$ cat config.mk
export PLATFORM = sky130hd
export DESIGN_NAME = seg_load_check
export DESIGN_NICKNAME = d
export VERILOG_FILES = /design/src/rtl/seg_load_check.sv
export SDC_FILE = /design/constraint.sdc
export NUM_CORES = 1
export LEC_CHECK = 0
export BUFFER_PORTS_ARGS = -buffer_cell sky130_fd_sc_hd__buf_2
export CORE_ASPECT_RATIO = 0.75
export CORE_MARGIN = 2
export CORE_UTILIZATION = 35
export DETAILED_ROUTE_END_ITERATION = 10
export PLACE_DENSITY = 0.67
export SKIP_CTS_REPAIR_TIMING = 1
export SLEW_MARGIN = 20
export SYNTH_ARGS = -nofsm -noshare
export SYNTH_HDL_FRONTEND = slang
export SYNTH_SLANG_ARGS = --single-unit
$ cat constraint.sdc
create_clock -name clk -period 3.1 [get_ports clk]
set_clock_uncertainty 0.15 [all_clocks]
set_input_delay 0.31 -clock clk [delete_from_list [all_inputs] [get_ports clk]]
set_output_delay 0.31 -clock clk [all_outputs]
set_load 0.03 [all_outputs]
$ cat src/rtl/seg_load_check.sv
module seg_load_check #(
  parameter int LW = 32
) (
  input  logic          clk,
  input  logic          rst_n,
  input  logic          in_valid,
  input  logic [1:0]    reg_class,
  input  logic [15:0]   selector,
  input  logic [1:0]    cpl,
  input  logic [LW-1:0] gdt_limit,
  input  logic [LW-1:0] ldt_limit,
  input  logic          ldt_ok,
  input  logic [4:0]    desc_type,
  input  logic [1:0]    desc_dpl,
  input  logic          desc_present,
  input  logic          desc_avl,
  input  logic          desc_db,
  input  logic          desc_gran,
  input  logic [19:0]   desc_limit,
  input  logic [31:0]   desc_base,
  input  logic          ext,
  output logic          out_valid,
  output logic          fault,
  output logic [7:0]    vector,
  output logic [15:0]   err_code,
  output logic [31:0]   seg_base,
  output logic [31:0]   seg_limit,
  output logic [16:0]   seg_access
);
  localparam logic [1:0] C_LDT = 2'd0, C_CODE = 2'd1, C_STACK = 2'd2, C_DATA = 2'd3;
  localparam logic [7:0] V_TS = 8'd10, V_NP = 8'd11, V_SS = 8'd12;

  logic [1:0]    rpl;
  logic          ti, is_null, lim_bad, type_ok, conf, priv_bad;
  logic [LW-1:0] tbl_lim, sel_end;
  logic          f_d;
  logic [7:0]    v_d;

  assign rpl     = selector[1:0];
  assign ti      = selector[2];
  assign is_null = (selector[15:3] == 13'd0);
  assign tbl_lim = ti ? ldt_limit : gdt_limit;
  assign sel_end = LW'(selector | 16'h0007);
  assign lim_bad = (tbl_lim < sel_end) || (ti && !ldt_ok);
  assign conf    = desc_type[2];

  always_comb begin
    case (reg_class)
      C_LDT:   type_ok = (desc_type == 5'h02);
      C_CODE:  type_ok = ((desc_type & 5'h18) == 5'h18);
      C_STACK: type_ok = ((desc_type & 5'h1A) == 5'h12);
      default: type_ok = ((desc_type & 5'h18) == 5'h10) || ((desc_type & 5'h1A) == 5'h1A);
    endcase
  end

  always_comb begin
    case (reg_class)
      C_CODE:  priv_bad = conf ? (cpl < desc_dpl) : (cpl != desc_dpl);
      C_STACK: priv_bad = (rpl != cpl) || (desc_dpl != cpl);
      C_DATA:  priv_bad = !(desc_type[4:3] == 2'b11 && conf) &&
                          ((rpl > desc_dpl) || (cpl > desc_dpl));
      default: priv_bad = 1'b0;
    endcase
  end

  always_comb begin
    f_d = 1'b1;
    v_d = V_TS;
    if (reg_class == C_LDT && ti) v_d = V_TS;
    else if (lim_bad) v_d = V_TS;
    else if (is_null) begin
      if (reg_class == C_CODE || reg_class == C_STACK) v_d = V_TS;
      else begin f_d = 1'b0; v_d = 8'd0; end
    end
    else if (!type_ok) v_d = V_TS;
    else if (!desc_present)
      v_d = (reg_class == C_LDT) ? V_TS : (reg_class == C_STACK) ? V_SS : V_NP;
    else if (priv_bad) v_d = V_TS;
    else begin f_d = 1'b0; v_d = 8'd0; end
  end

  always_ff @(posedge clk) begin
    if (!rst_n) begin
      out_valid  <= 1'b0;
      fault      <= 1'b0;
      vector     <= 8'd0;
      err_code   <= 16'd0;
      seg_base   <= 32'd0;
      seg_limit  <= 32'd0;
      seg_access <= 17'd0;
    end else begin
      out_valid <= in_valid;
      if (in_valid) begin
        fault    <= f_d;
        vector   <= v_d;
        err_code <= f_d ? {selector[15:2], 1'b0, ext} : 16'd0;
        if (f_d) begin
          seg_base   <= 32'd0;
          seg_limit  <= 32'd0;
          seg_access <= 17'd0;
        end else if (is_null) begin
          seg_base   <= 32'd0;
          seg_limit  <= 32'd0;
          seg_access <= 17'h10000;
        end else begin
          seg_base   <= desc_base;
          seg_limit  <= desc_gran ? {desc_limit, 12'hFFF} : {12'd0, desc_limit};
          seg_access <= {1'b0, desc_gran, desc_db, 1'b0, desc_avl, 4'd0,
                         desc_present, desc_dpl, desc_type};
        end
      end
    end
  end
endmodule

==> impl_metrics.toml <==
[run_status]
status = "finished clean"

[drt]
via_count = 4568
viasPerCell = 5.21
routed_wl_um = 14500
wl_met2_um = 6250
drt.antenna.violating_nets = 0
drc_errors = 0
wl_met1_um = 6770
drtIter0Drc = 178
wl_per_cell_um = 16.5
highest_layer = "met4"
wl_met3_um = 1200
firstDrtPassIters = 4

[synth]
syn_inst = 467
syn-cell-area_mm2 = 0.00466
async_reset_ff_share_pct = 0
ys_seq_elements = 96
synth.yosys.seq_area_share_pct = 41.3
synth_enable_flop_cells = 0
syn_area_per_cell_um2 = 9.97
yosysWarnings = 0
synth_cell_types = 56
synth_ff_type = "dfxtp_1"

[finish]
final_cells = 877
syn_to_final_growth_pct = 35.5
fin_nets = 876
fin_util_pct = 48.6
drive_above_1_share_pct = 47.9
antenna_cells = 0
final_cell_area_mm2 = 0.00631

[floorplan]
die-area_mm2 = 0.0142
initial_core_util_pct = 35.9
ios = 259
die_w_um = 137
fp.coreArea_mm2 = 0.0130
row_count = 36
die_y_um = 104

[global_routing]
grt-ovfl-total = 0
antenna_found_initial = 0
grt_max_degree = 51
grt_pass1_wl_um = 22900
track_usage_pct = 20.1
grt_pass1_vias = 4447

[timing]
rsz0062_at_grt = "no"
fin_crit_ps = 2820
drv_slew = 0
max-slew-margin-rel_pct = 27.5
hold_viol = 0
whs_ps = 42.7
max_freq_mhz = 355
tns_ps = 0
tightest_slew_ps = 1080
setup_slack_ps = 285
finalSetupViolCount = 0
min_period_over_period_pct = 90.8

[place]
placed_cells = 861
placed_cell_area_mm2 = 0.00602
gp_congestion = 0.883
hpwl_um = 11200
port_buffers = 248
pre_cts_ws_ps = -60.1

[clock_network]
htreeDepth = 3
cts_tree = "done"
cts.sinks = 96
cts_buffers = 9
cts-root-buf = "clkbuf_16"
clock_path_buffers = 2
clk_pin_slew_ps = 70
clock_latency_ps = 330

[critical_path]
critPathKind = "primary input to flip-flop"
cp.required_ps = 3140
worstPathArrival_ps = 2860
path_max_fanout = 12
reg2reg_setup_slack_ps = 2210
critPathLaunchType = "primary input"
endpoint_kind = "flip-flop"

[power_and_ir_drop]
p_leak_nw = 3.28
power_mw = 2.87
ir_drop_uv = 305
p_per_area_mw_per_mm2 = 456

[run]
maxCapViolations = 0

[worst_hold_path]
hp-class = "primary input to flip-flop"
## kinds of logic (layout without fill, tap and decap cells)
| logic type | count (synthesis) | after routing | synth area share (%) |
|---|---|---|---|
| other | 1 | 10 | 0.0805 |
| xor gates and xnor gates | 2 | 2 | 0.376 |
| DFF | 96 | 96 | 41.3 |
| adders and majority gates | 23 | 23 | 6.18 |
| buffers and inverters | 67 | 297 | 7.50 |
| and+or+nand+nor | 115 | 115 | 12.3 |
| muxes | 33 | 33 | 7.63 |
| AOI/OAI and AO/OA | 130 | 130 | 24.7 |
## Yosys cell counts (3+ instances only)
cell | number | share of area (%)
a31o_1 | 6 | 1.1
nor4_1 | 5 | 0.67
buf_2 | 3 | 0.32
ha_1 | 23 | 6.2
o21ai_0 | 7 | 0.75
nand4_1 | 22 | 3.0
nor2_1 | 35 | 2.8
a32o_1 | 11 | 2.4
nor3_1 | 7 | 0.75
buf_6 | 7 | 1.7
dfxtp_1 | 96 | 41
inv_1 | 20 | 1.6
a32o_2 | 33 | 8.0
mux2i_1 | 13 | 2.8
mux2_2 | 20 | 4.8
nor2b_1 | 5 | 0.67
nand2_1 | 24 | 1.9
buf_4 | 11 | 1.8
a22o_1 | 15 | 2.8
o211ai_1 | 15 | 2.4
a21oi_1 | 18 | 1.9
clkbuf_1 | 24 | 1.9
and2_1 | 6 | 0.81
## path summary, 6_finish.rpt
path                            cells past startpoint                          to                       from
worst min-delay path                                2   seg_base[20]$_SDFFE_PN0P_              desc_base[20]
worst min register to register                      1   seg_base[15]$_SDFFE_PN0P_  seg_base[15]$_SDFFE_PN0P_
worst max register to register                      1      vector[1]$_SDFFE_PN0P_     vector[1]$_SDFFE_PN0P_
worst max-delay path                               11  seg_limit[26]$_SDFFE_PN0P_                selector[2]
## cell type report
class / count / area [um2]
Tap cell: 171 / 214
Fill cell: 1248 / 6660
Sequential cell: 96 / 1920
Clock buffer: 9 / 225
Multi-Input combinational cell: 313 / 2430
Clock inverter: 7 / 61.3
Inverter: 21 / 78.8
Timing Repair Buffer: 260 / 1380
## layer usage
layer / up-vias / GRT usage (%)
met5: - / 0
met4: 0 / 6.04
met2: 175 / 29.3
li1: 2218 / -
met1: 2151 / 28.5
met3: 24 / 5.80
## report_power, final
group          internal [mW]  switching, mW  leakage [nW]
Sequential              1.27         0.0179         0.779
Clock                  0.562          0.520         0.140
Combinational          0.202          0.307          2.36
## placed cells by master (no fill, tap or decap), types with 2 or more instances in the layout
master and instances:
inv_8 2, buf_4 8, mux2i_1 13, o21ai_0 7
buf_2 248, inv_6 2, a221o_1 2, a211o_1 2
clkbuf_16 9, and2_1 6, a21oi_1 18, mux2_2 20
conb_1 10, nand3_1 2, xor2_1 2, a32o_1 11
a31o_1 6, nand2b_1 2, a21o_1 2, nand4_1 22
inv_1 19, o21a_1 2, nor2_1 35, dfxtp_1 96
nor3_1 7, o211ai_1 15, buf_12 4, nor2b_1 4
a32o_2 33, inv_2 2, ha_1 23, nor4_1 5
nand2_1 24, a22o_1 15, a31o_2 2
## registers in the layout, indices dropped and copies added, names as in the netlist
signal      cells
err_code       15
fault           1
out_valid       1
seg_access     12
seg_base       32
seg_limit      32
vector          3
## critical path, stage by stage
cell       delay (ps)
buf_2             220
buf_4             180
mux2_2            340
ha_1              310
a21o_1            180
a211oi_1          470
o41ai_1           120
buf_4             170
o2111ai_1         230
buf_4             250
a21oi_1            90
Power figures use the tool's default switching activity.
